==> src/rtl/fetch_stash_pkg.sv <==
package fetch_stash_pkg;
    typedef enum logic [0:0] {
        ST_FLOW = 1'b0,
        ST_HELD = 1'b1
    } stash_state_t;
endpackage

==> src/rtl/fetch_stash_ctrl.sv <==
module fetch_stash_ctrl
    import fetch_stash_pkg::*;
(
    input  logic clk,
    input  logic rst_n,
    input  logic ic_valid,
    input  logic dec_stall,
    input  logic flush,
    output logic capture_en,
    output logic use_stash,
    output logic stash_full
);
    stash_state_t state_q;
    stash_state_t state_d;

    // State register
    always_ff @(posedge clk) begin
        if (!rst_n) begin
            state_q <= ST_FLOW;
        end else begin
            state_q <= state_d;
        end
    end

    // Next state: CAPTURE, RELEASE, FLUSH
    always_comb begin
        state_d = state_q;
        unique case (state_q)
            ST_FLOW: begin
                if (!flush && dec_stall && ic_valid) begin
                    state_d = ST_HELD;
                end
            end
            ST_HELD: begin
                if (flush || !dec_stall) begin
                    state_d = ST_FLOW;
                end
            end
            default: state_d = ST_FLOW;
        endcase
    end

    // Outputs
    always_comb begin
        capture_en = 1'b0;
        use_stash  = 1'b0;
        stash_full = 1'b0;
        unique case (state_q)
            ST_FLOW: begin
                capture_en = !flush && dec_stall && ic_valid;
            end
            ST_HELD: begin
                use_stash  = 1'b1;
                stash_full = 1'b1;
            end
            default: begin
                capture_en = 1'b0;
            end
        endcase
    end
endmodule

==> src/rtl/fetch_stash_store.sv <==
module fetch_stash_store #(
    parameter int ADDR_W = 32,
    parameter int INSN_W = 32
) (
    input  logic              clk,
    input  logic              capture_en,
    input  logic [ADDR_W-1:0] ic_addr,
    input  logic [INSN_W-1:0] ic_insn,
    output logic [ADDR_W-1:0] st_addr,
    output logic [INSN_W-1:0] st_insn
);
    localparam int WORD_W = ADDR_W + INSN_W;

    logic [WORD_W-1:0] word_q;

    always_ff @(posedge clk) begin
        if (capture_en) begin
            word_q <= {ic_addr, ic_insn};
        end
    end

    assign st_addr = word_q[WORD_W-1:INSN_W];
    assign st_insn = word_q[INSN_W-1:0];
endmodule

==> src/rtl/fetch_stash_outreg.sv <==
module fetch_stash_outreg #(
    parameter int ADDR_W = 32,
    parameter int INSN_W = 32
) (
    input  logic              clk,
    input  logic              rst_n,
    input  logic              dec_stall,
    input  logic              flush,
    input  logic              use_stash,
    input  logic              ic_valid,
    input  logic [ADDR_W-1:0] ic_addr,
    input  logic [INSN_W-1:0] ic_insn,
    input  logic [ADDR_W-1:0] st_addr,
    input  logic [INSN_W-1:0] st_insn,
    output logic              dec_valid,
    output logic [ADDR_W-1:0] dec_addr,
    output logic [INSN_W-1:0] dec_insn
);
    logic              nxt_valid;
    logic [ADDR_W-1:0] nxt_addr;
    logic [INSN_W-1:0] nxt_insn;

    always_comb begin
        if (use_stash) begin
            nxt_valid = 1'b1;
            nxt_addr  = st_addr;
            nxt_insn  = st_insn;
        end else begin
            nxt_valid = ic_valid;
            nxt_addr  = ic_addr;
            nxt_insn  = ic_insn;
        end
    end

    always_ff @(posedge clk) begin
        if (!rst_n) begin
            dec_valid <= 1'b0;
        end else if (flush) begin
            dec_valid <= 1'b0;
        end else if (!dec_stall) begin
            dec_valid <= nxt_valid;
        end
    end

    always_ff @(posedge clk) begin
        if (!flush && !dec_stall) begin
            dec_addr <= nxt_addr;
            dec_insn <= nxt_insn;
        end
    end
endmodule

==> src/rtl/fetch_stash.sv <==
module fetch_stash #(
    parameter int ADDR_W = 32,
    parameter int INSN_W = 32
) (
    input  logic              clk,
    input  logic              rst_n,
    input  logic              ic_valid,
    input  logic [ADDR_W-1:0] ic_addr,
    input  logic [INSN_W-1:0] ic_insn,
    input  logic              dec_stall,
    input  logic              flush,
    output logic              dec_valid,
    output logic [ADDR_W-1:0] dec_addr,
    output logic [INSN_W-1:0] dec_insn
);
    logic              capture_en;
    logic              use_stash;
    logic              stash_full;
    logic [ADDR_W-1:0] st_addr;
    logic [INSN_W-1:0] st_insn;

    fetch_stash_ctrl u_ctrl (
        .clk        (clk),
        .rst_n      (rst_n),
        .ic_valid   (ic_valid),
        .dec_stall  (dec_stall),
        .flush      (flush),
        .capture_en (capture_en),
        .use_stash  (use_stash),
        .stash_full (stash_full)
    );

    fetch_stash_store #(.ADDR_W(ADDR_W), .INSN_W(INSN_W)) u_store (
        .clk        (clk),
        .capture_en (capture_en),
        .ic_addr    (ic_addr),
        .ic_insn    (ic_insn),
        .st_addr    (st_addr),
        .st_insn    (st_insn)
    );

    fetch_stash_outreg #(.ADDR_W(ADDR_W), .INSN_W(INSN_W)) u_out (
        .clk        (clk),
        .rst_n      (rst_n),
        .dec_stall  (dec_stall),
        .flush      (flush),
        .use_stash  (use_stash),
        .ic_valid   (ic_valid),
        .ic_addr    (ic_addr),
        .ic_insn    (ic_insn),
        .st_addr    (st_addr),
        .st_insn    (st_insn),
        .dec_valid  (dec_valid),
        .dec_addr   (dec_addr),
        .dec_insn   (dec_insn)
    );
endmodule

==> config.mk <==
export PLATFORM = sky130hd
export DESIGN_NAME = fetch_stash
export DESIGN_NICKNAME = d
export VERILOG_FILES = /design/src/rtl/fetch_stash_pkg.sv /design/src/rtl/fetch_stash_ctrl.sv /design/src/rtl/fetch_stash_store.sv /design/src/rtl/fetch_stash_outreg.sv /design/src/rtl/fetch_stash.sv
export SDC_FILE = /design/constraint.sdc
export NUM_CORES = 1
export LEC_CHECK = 0
export ABC_AREA = 1
export BUFFER_PORTS_ARGS = -buffer_cell sky130_fd_sc_hd__buf_2
export CORE_ASPECT_RATIO = 0.6
export CORE_UTILIZATION = 45
export CTS_CLUSTER_DIAMETER = 40
export CTS_CLUSTER_SIZE = 30
export DETAILED_ROUTE_END_ITERATION = 10
export PLACE_DENSITY = 0.77
export SLEW_MARGIN = 40
export SYNTH_ARGS = -nofsm -noshare
export SYNTH_HDL_FRONTEND = slang
export SYNTH_SLANG_ARGS = --single-unit
==> constraint.sdc <==
create_clock -name clk -period 3.5 [get_ports clk]
set_input_delay 0.35 -clock clk [delete_from_list [all_inputs] [get_ports clk]]
set_output_delay 0.35 -clock clk [all_outputs]
set_load 0.1 [all_outputs]
Word level (Yosys, flattened, before mapping)

Cells that the tools add are included.
W data, S select, Z words.

Flip-flop bits (word level): 130
Bits of input ports: 69
Output and inout bits: 65

Bitwise gates (word level): 2
Reduce and logical (&&, ||, !) cells: 7
Muxes and demuxes: 8

Operators by type and width:

| operator            | number |
|---|---|
| $mux W32            | 2 |
| $mux W1             | 5 |
| $logic_and A1 B1 Y1 | 3 |
| $logic_not A1 Y1    | 2 |
| $not A1 Y1          | 2 |
| $pmux W1 S2         | 1 |
| $reduce_or A2 Y1    | 1 |
| $logic_or A1 B1 Y1  | 1 |

Depth between registers and ports, before layout

Gate-level depths: netlist of run 1.

Depth after elaboration: 5
Depth in mapped cells: 5
Depth with buffers taken out: 4

By module

From an unflattened synthesis of run 1, not the netlist that was laid out.

Cells, all modules: 354
Area, all modules: 4834.6 µm²

By module, submodules not included:

| module             | times used | sequential area each (µm²) | area an instance (µm²) | cells an instance |
|---|---|---|---|---|
| fetch_stash_outreg | 1          | 1941.9                     | 2860.2                 | 282 |
| fetch_stash_store  | 1          | 1921.8                     | 1921.8                 | 64 |
| fetch_stash_ctrl   | 1          | 20.0                       | 52.6                   | 8 |

Worst setup path before layout of run 1

Ideal clock, no wire load.

Path kind: register -> register
From: register u_ctrl.state_q
To: register u_store.word_q[0] (enable)
Clock period less this slack: 3.673 ns
Data arrival time: 3.186 ns
Stages on the path, launching flop included: 3
Path buffers: 1
Slack: -0.173 ns
Required time: 3.013 ns
Cells stage by stage: dfxtp_1 > buf_2 > nor2_1

Cells in the longest elaborated chain, start to end: 1

RTL lines:

| what                   | line                    | source |
|---|---|---|
| start, declared        | fetch_stash_ctrl.sv:13  | `stash_state_t state_q;` |
| start signal, assigned | fetch_stash_ctrl.sv:21  | `state_q <= state_d;` |
| $mux W1                | fetch_stash_ctrl.sv:48  | `unique case (state_q)` |
| net capture_en         | fetch_stash.sv:16       | `logic capture_en;` |
| end signal, assigned   | fetch_stash_store.sv:18 | `word_q <= {ic_addr, ic_insn};` |
| end, declared          | fetch_stash_store.sv:14 | `logic [WORD_W-1:0] word_q;` |

The timed path passes the listed nets, and every way through them passes these cells.
A chain may end at the register's enable or synchronous reset.

Worst setup path after layout of run 1

From: register u_out.dec_insn[9]
To: output port dec_insn[9]

RTL lines:

| what                   | line                     | source |
|---|---|---|
| start, declared        | fetch_stash_outreg.sv:17 | `output logic [INSN_W-1:0] dec_insn` |
| start signal, assigned | fetch_stash_outreg.sv:48 | `dec_insn <= nxt_insn;` |
| end, declared          | fetch_stash.sv:14        | `output logic [INSN_W-1:0] dec_insn` |

No word-level cell between the ends.

==> impl_metrics.json, run 1 <==
{
  "first_global_vias": 2814,
  "grt_max_degree": 66,
  "postCtsResizedCells": 0,
  "clock-root-buffer": "clkbuf_16",
  "routabilityCongestion": 0.715,
  "worstHoldPathCells": 1,
  "reg2reg_depth": 2,
  "wire_per_inst_um": 14.5,
  "yosysTopAreaCell": "edfxtp_1",
  "setup_slack_ns": 1.95,
  "worst_slew_pin_slew_ns": 0.629,
  "slew_headroom": 0.581,
  "fill_cells": 828,
  "reg2reg_to": "u_store.word_q[45]",
  "path_class": "flop to output port",
  "dp_hpwl_mm": 5.71,
  "critical_path.top_delay_family": "buffers and inverters",
  "irDropWorstVdd_v": 0.000371,
  "crit_arrival_ns": 1.20,
  "synth_cell_types": 11,
  "die_area_mm2": 0.0111,
  "first_pass_iters": 4,
  "pre_cts_slack_ns": 1.68,
  "holdPathEnd": "u_store.word_q[53]",
  "io_buffers": 133,
  "utilization": 0.607,
  "wl_mm": 9.30,
  "drc": 0,
  "area_delta_synth_final_pct": 27.8,
  "grt_overflow": 0,
  "r2r_slack_ns": 2.01,
  "diodes": 0,
  "p_per_area_mw_per_mm2": 636,
  "crit_path_max_incr_delay_ns": 0.44,
  "die_x_um": 135,
  "synth_area_mm2": 0.00479,
  "cts_num_sinks": 130,
  "setup_viol": 0,
  "cts_made_buffers": 17,
  "vias": 2915,
  "hold_viol": 0,
  "worstPathCellList": "buf_2",
  "total_leakage_power_uw": 0.00260,
  "fin_crit_ns": 1.55,
  "postSynthAreaPerCell_um2": 13.6,
  "hp-class": "input port to flop",
  "clk_latency_ns": 0.41,
  "yosysSeqAreaShare": 0.810,
  "outcome": "finished clean",
  "rows": 28,
  "postSynthCellCount": 353,
  "h-tree-depth": 4,
  "yosys_warnings": 0,
  "postCtsHoldBufs": 0,
  "synthDominantCellAreaShare": 0.802,
  "initial_core_util": 0.475,
  "synth_seq_cells": 130,
  "slew_viol_final": 0,
  "die_y_um": 81.9,
  "clockBufferDepth": 2,
  "final_layout_size_suffix_gt1_frac": 0.333,
  "skew_ns": 0.00966,
  "rsz0062_at_grt": "false",
  "cts.clk_slew.worst_paths_ns": 0.06,
  "layout.cells.non_filler": 642,
  "vias_per_cell": 4.54,
  "crit_slowest_cell": "buf_2",
  "antenna_found_initial": 0,
  "worstPathMaxFanout": 1,
  "drt_iter0_markers": 257,
  "maxCapViolCount": 0,
  "min-delay-start": "ic_addr[21]",
  "ioPinCount": 134,
  "post-cts-setup-buffer-count": 0,
  "grtUsageTotal": 0.177,
  "fin_setup_tns_ns": 0,
  "cp.required_ns": 3.15,
  "fin_crit_sh": 0.443,
  "synth_area_leaders": "edfxtp_1 80%, nand2_1 15%, buf_6 1.6%",
  "end_kind": "output port",
  "dp.cells": 610,
  "grt_first_pass_wirelength_mm": 13.9,
  "start_kind": "flop",
  "critPathBufInv": 1,
  "synth_fp_nets": 422,
  "max_freq_mhz": 645,
  "nets": 563,
  "ant_nets": 0,
  "cts_tree": "yes",
  "core_mm2": 0.0101,
  "r2r_start": "u_ctrl.state_q",
  "report.power.total_uw": 3890
}
-- worst max-delay path by stage --
stage                       from  slack [ns]                 end  cells after the start
2_1_floorplan     u_ctrl.state_q        0.90   u_store.word_q[0]                      2
3_3_place_gp               flush        1.76  u_store.word_q[61]                      5
3_5_place_dp               flush        1.68   u_store.word_q[8]                      5
4_1_cts           u_ctrl.state_q        1.83  u_store.word_q[39]                      2
5_1_grt           u_ctrl.state_q        1.91     u_out.dec_valid                      4
6_report       u_out.dec_insn[9]        1.95         dec_insn[9]                      1
-- per-layer routing --
metal  up-vias  part of all wire  global-route usage
li1       1472                 -                   -
met3         7             0.087              0.0685
met5         -                 0                   0
met4         0            0.0053              0.0809
met1      1310              0.45               0.220
met2       126              0.46               0.276
-- per-stage QoR --
stage / hold slack, ns / area (um^2)
2_1_floorplan: 0.449 / 4800
3_3_place_gp: 0.500 / 5540
3_5_place_dp: 0.500 / 5550
4_1_cts: 0.112 / 6110
5_1_grt: 0.108 / 6120
6_report: 0.134 / 6120
-- synth_stat cells, drive strengths merged --
cell    number
buf         13
clkbuf       1
dfxtp        2
edfxtp     128
inv          6
nand2      196
nand3        1
nor2         6
-- area by class of cell --
type	count	area, um^2	area share
sequential	130	3880	0.635
clock inverter	15	144	0.0235
multi-input combinational	203	778	0.127
inverter	6	25.0	0.00409
clock buffer	17	425	0.0695
timing repair buffer	136	696	0.114
tap	135	169	0.0276
-- report_power, final --
group          total, uW  switching [uW]  leakage (uW)  internal, uW
Sequential          1800            16.5       0.00121          1780
Combinational        419             346       0.00113          72.7
Clock               1670             635      0.000259          1040
-- sequential cells by signal (all words and copies together), names as in the netlist --
register / flops
u_store.word_q: 64
u_out.dec_addr: 32
u_out.dec_insn: 32
u_ctrl.state_q: 1
u_out.dec_valid: 1
-- cells in the final DEF (no fill, tap or decap), drive strengths merged --
master      n
clkbuf     17
edfxtp    128
bufinv      2
nand2     196
clkinvlp    6
buf       136
nand3       1
clkinv      7
dfxtp       2
inv         6
nor2        6
-- logic make-up after synthesis --
family / after synthesis / synth area share
flip-flops: 130 / 0.810
AND/OR/NAND/NOR: 203 / 0.159
buffers and inverters: 20 / 0.0303
Power figures use the tool's default switching activity.
==> run 2, diff against run 1 <==
--- a/config.mk
+++ b/config.mk
@@ -12,7 +12,7 @@
 export CTS_CLUSTER_DIAMETER = 40
 export CTS_CLUSTER_SIZE = 30
 export DETAILED_ROUTE_END_ITERATION = 10
-export PLACE_DENSITY = 0.77
+export PLACE_DENSITY = 0.74
 export SLEW_MARGIN = 40
 export SYNTH_ARGS = -nofsm -noshare
 export SYNTH_HDL_FRONTEND = slang
==> constraint.sdc (replaced) <==
create_clock -name clk -period 1.5 [get_ports clk]
set_input_delay 0.15 -clock clk [delete_from_list [all_inputs] [get_ports clk]]
set_output_delay 0.15 -clock clk [all_outputs]
set_load 0.1 [all_outputs]
==> run 2 against run 1 <==
Compared with the run above:
- clock skew decreased by 0.0031 ns
- setup slack got worse by 1.8 ns
- via count increased by 11%
- sequential share of layout area decreased by 7.1 points
- cell count increased by 11%
- flip-flop and latch count unchanged
- combinational power increased to 2.7 times the previous value
- clock-buffer cell count increased by 1
- cell area increased by 13%
- largest cell class unchanged
==> impl_metrics.json, run 2 (synthesized netlist as in run 1, its figures left out) <==
{
  "first_global_vias": 3199,
  "setup_viol": 0,
  "dp_hpwl_mm": 6.01,
  "routabilityCongestion": 0.756,
  "grt_max_degree": 38,
  "antenna_found_initial": 0,
  "grt_first_pass_wirelength_mm": 15.2,
  "rows": 28,
  "worstPathMaxFanout": 1,
  "total_leakage_power_uw": 0.00294,
  "cts_tree": "yes",
  "fill_cells": 721,
  "layout.cells.most_common": "nand2_1",
  "dpl_cell_area_mm2": 0.00565,
  "worstPathCellList": "buf_2",
  "cp.required_ns": 1.35,
  "drc": 0,
  "core_mm2": 0.0101,
  "irDropWorstVdd_v": 0.000958,
  "clk_latency_ns": 0.40,
  "die_area_mm2": 0.0111,
  "initial_core_util": 0.475,
  "die_x_um": 135,
  "cts_num_sinks": 130,
  "slew_headroom": 0.660,
  "post-cts-setup-buffer-count": 0,
  "top_register": "u_store.word_q",
  "hp-class": "input port to flop",
  "stdcell_area_mm2": 0.00689,
  "area_delta_synth_final_pct": 43.8,
  "grt_overflow": 0,
  "r2r_start": "u_ctrl.state_q",
  "clock-root-buffer": "clkbuf_16",
  "nets": 633,
  "critPathBufInv": 1,
  "skew_ns": 0.00654,
  "cp-startpoint": "u_out.dec_addr[18]",
  "cts_made_buffers": 17,
  "first_pass_iters": 4,
  "drt_iter0_markers": 179,
  "p_per_area_mw_per_mm2": 1370,
  "critical_path.top_delay_family": "buffers and inverters",
  "final_layout_size_suffix_gt1_frac": 0.298,
  "grtUsageTotal": 0.190,
  "worst_slew_pin_slew_ns": 0.513,
  "fin_crit_sh": 0.912,
  "clockBufferDepth": 2,
  "largest_reg_flops": 64,
  "end_kind": "output port",
  "slew_viol_final": 0,
  "ant_nets": 0,
  "outcome": "finished clean",
  "vias": 3235,
  "vias_per_cell": 4.54,
  "crit_slowest_cell": "buf_2",
  "maxCapViolCount": 0,
  "crit_path_max_incr_delay_ns": 0.44,
  "diodes": 0,
  "die_y_um": 81.9,
  "ioPinCount": 134,
  "start_kind": "flop",
  "fin_crit_ns": 1.37,
  "hold_viol": 0,
  "cts.clk_slew.worst_paths_ns": 0.05,
  "reg_top3": "u_store.word_q (64), u_out.dec_addr (32), u_out.dec_insn (32)",
  "min-delay-start": "dec_stall",
  "h-tree-depth": 4,
  "postCtsResizedCells": 0,
  "wl_mm": 9.61,
  "crit_arrival_ns": 1.22,
  "wire_per_inst_um": 13.5,
  "max_freq_mhz": 731,
  "rsz0062_at_grt": "false",
  "io_buffers": 133,
  "utilization": 0.683,
  "path_class": "flop to output port",
  "mostFrequentLayoutCells": "196 x nand2_1, 133 x buf_2, 128 x edfxtp_1"
}
## run 2: worst register-to-register path, delay by kind of cell (launching register included)
family	cells	cell delay, ns
DFF	1	0.35
and+or+nand+nor	3	0.31
buffers and inverters	2	0.31
## run 2: path summary, 6_finish.rpt
| check | cells past startpoint | slack [ns] | endpoint |
|---|---|---|---|
| min | 3 | 0.02 | u_ctrl.state_q |
| max reg2reg | 5 | 0.43 | u_out.dec_valid |
| max | 1 | 0.13 | dec_addr[18] |
| min reg2reg | 2 | 0.51 | u_out.dec_addr[21] |
## run 2: per-layer routing
layer  share of wire  global-route usage
met5               0                   0
met2            0.45               0.296
met4           0.011              0.0820
met3           0.063              0.0580
met1            0.47               0.249
## run 2: power by group
part	leakage [uW]	internal (uW)	switching, uW
Sequential	0.00121	4160	36.1
Combinational	0.00145	297	836
Clock	0.000287	2740	1400
## run 2: cell type report
cell class | instances | area, um^2 | area share
clock buffer | 18 | 429 | 0.0623
clock inverter | 14 | 169 | 0.0245
inverter | 6 | 22.5 | 0.00327
multi-input combinational | 203 | 778 | 0.113
sequential | 130 | 3880 | 0.564
tap | 135 | 169 | 0.0245
timing repair buffer | 206 | 1440 | 0.209
## run 2: timing repair
item / 4_1_cts / 5_1_grt
hold endpoints to repair: 64 / 0
endpoints found under the setup margin: 0 / 0
hold buffers: 64 / 0
## run 2: through the flow
stage               setup TNS, ns  worst slack [ns]  hold slack, ns  cells  power (uW)
global route                    0            0.0930          0.0317    712        9760
CTS                             0             0.116         0.00565    712        9550
detailed placement              0             0.314           0.346    616        5280
floorplan                  -20.32            -0.307           0.249    353        5020
global placement                0             0.332           0.343    616        5260
finish                          0             0.132          0.0246    712        9470
==> run 3, diff against run 2 <==
==> constraint.sdc (replaced) <==
create_clock -name clk -period 1.6 [get_ports clk]
set_input_delay 0.16 -clock clk [delete_from_list [all_inputs] [get_ports clk]]
set_output_delay 0.16 -clock clk [all_outputs]
set_load 0.1 [all_outputs]
==> run 3 against run 2 <==
Compared with the run above:
- total power fell by 5.1%
- first-iteration DRC count rose by 10%
- critical path depth did not move
- core utilization fell by 0.20 points
- cell area fell by 0.29%
- sequential share of layout area rose by 0.16 points
- die area did not move
- clock power fell by 4%
- cell count fell by 0.28%
- flip-flop and latch count did not move
- hold slack improved by 0.015 ns
- register-to-register slack got worse by 0.04 ns
==> impl_metrics.json, run 3 (synthesized netlist as in run 1, its figures left out) <==
{
  "path_class": "flop to output port",
  "met1_usage": 0.244,
  "wl_mm": 9.76,
  "reg_top3": "u_store.word_q (64), u_out.dec_addr (32), u_out.dec_insn (32)",
  "clk_latency_ns": 0.40,
  "cts_num_sinks": 130,
  "seqPwrFrac": 0.438,
  "ant_nets": 0,
  "grtUsageMet3": 0.0698,
  "ioPinCount": 134,
  "worstPathMaxFanout": 1,
  "diodes": 0,
  "fin_setup_tns_ns": 0,
  "start_kind": "flop",
  "setup_viol": 0,
  "die_y_um": 81.9,
  "swShare": 0.246,
  "postCtsResizedCells": 0,
  "internal-power_uw": 6770,
  "hold-worst-slack_ns": 0.0396,
  "setup_slack_ns": 0.235,
  "layout.cells.most_common": "nand2_1",
  "core_mm2": 0.0101,
  "crit_slowest_cell": "buf_2",
  "pre_cts_slack_ns": 0.397,
  "clockBufferDepth": 2,
  "grt_first_pass_wirelength_mm": 15.0,
  "initial_core_util": 0.475,
  "grt_max_degree": 65,
  "utilization": 0.681,
  "clock-root-buffer": "clkbuf_16",
  "cts_tree": "yes",
  "met2_usage": 0.292,
  "regArea_mm2": 0.00388,
  "crit_path_max_incr_delay_ns": 0.44,
  "drc": 0,
  "worst_slew_pin_slew_ns": 0.515,
  "first_pass_iters": 4,
  "worstPathCellList": "buf_2",
  "drt_iter0_markers": 197,
  "wire_per_inst_um": 13.7,
  "die_x_um": 135,
  "p_switching_uw": 2210,
  "grtUsageTotal": 0.188,
  "max_freq_mhz": 733,
  "rows": 28,
  "slew_viol_final": 0,
  "top_usage_layer": "met2",
  "grt_overflow": 0,
  "vias": 3184,
  "vias_per_cell": 4.48,
  "largest_reg_flops": 64,
  "clkPwrFrac": 0.444,
  "cp.required_ns": 1.44,
  "fill_cells": 717,
  "p_per_area_mw_per_mm2": 1310,
  "report.power.total_uw": 8980,
  "first_global_vias": 3031,
  "antenna_found_initial": 0,
  "end_kind": "output port",
  "dp_hpwl_mm": 5.82,
  "fin_crit_sh": 0.853,
  "final_layout_size_suffix_gt1_frac": 0.303,
  "area_delta_synth_final_pct": 43.3,
  "h-tree-depth": 4,
  "total_leakage_power_uw": 0.00293,
  "skew_ns": 0.00534,
  "rsz0062_at_grt": "false",
  "crit_arrival_ns": 1.21,
  "multi_input_comb_area_um2": 778,
  "hp-class": "input port to flop",
  "top_register": "u_store.word_q",
  "routabilityCongestion": 0.772,
  "mostFrequentLayoutCells": "196 x nand2_1, 133 x buf_2, 128 x edfxtp_1",
  "outcome": "finished clean",
  "maxCapViolCount": 0,
  "fin_crit_ns": 1.37,
  "die_area_mm2": 0.0111,
  "critical_path.top_delay_family": "buffers and inverters",
  "cts_made_buffers": 17,
  "io_buffers": 133,
  "critPathBufInv": 1,
  "hold_viol": 0,
  "nets": 631,
  "slew_headroom": 0.659,
  "power_frac_comb": 0.118,
  "cts.clk_slew.worst_paths_ns": 0.06,
  "irDropWorstVdd_v": 0.000889
}
[run 3: layer usage]
layer / share of wire / wire length, um
met1: 0.46 / 4460
met4: 0.010 / 102
met5: 0 / 0
met2: 0.46 / 4460
met3: 0.075 / 729
[run 3: path summary, 6_finish.rpt]
check	from	end	slack, ns	depth (start not counted)
setup / recovery	u_out.dec_addr[10]	dec_addr[10]	0.23	1
hold / removal	dec_stall	u_ctrl.state_q	0.04	3
setup reg to reg	u_ctrl.state_q	u_out.dec_addr[31]	0.39	4
hold reg to reg	u_store.word_q[40]	u_out.dec_addr[8]	0.51	2
[run 3: power groups by stage]
stage	Clock [uW]	Sequential, uW	Combinational [uW]
final	3990	3930	1060
after global routing	4230	3940	1120
after CTS	4070	3930	1060
after detailed placement	0	4000	939
after global placement	0	4000	921
after floorplan	0	4540	169
[run 3: cell type report]
| type | instances | area share |
|---|---|---|
| Multi-Input combinational cell | 203 | 0.113 |
| Sequential cell | 130 | 0.566 |
| Clock inverter | 14 | 0.0275 |
| Inverter | 6 | 0.00328 |
| Tap cell | 135 | 0.0246 |
| Timing Repair Buffer | 204 | 0.203 |
| Clock buffer | 18 | 0.0625 |
[run 3: per-stage QoR]
stage	std cells	area, um^2
after detailed placement	614	5610
after CTS	710	6870
after global routing	710	6870
final	710	6870
after global placement	614	5610
after floorplan	353	4810
[run 3: what timing repair did]
action / 4_1_cts / 5_1_grt
hold buffers: 64 / 0
hold endpoints to repair: 64 / 0
setup buffers: 0 / 0
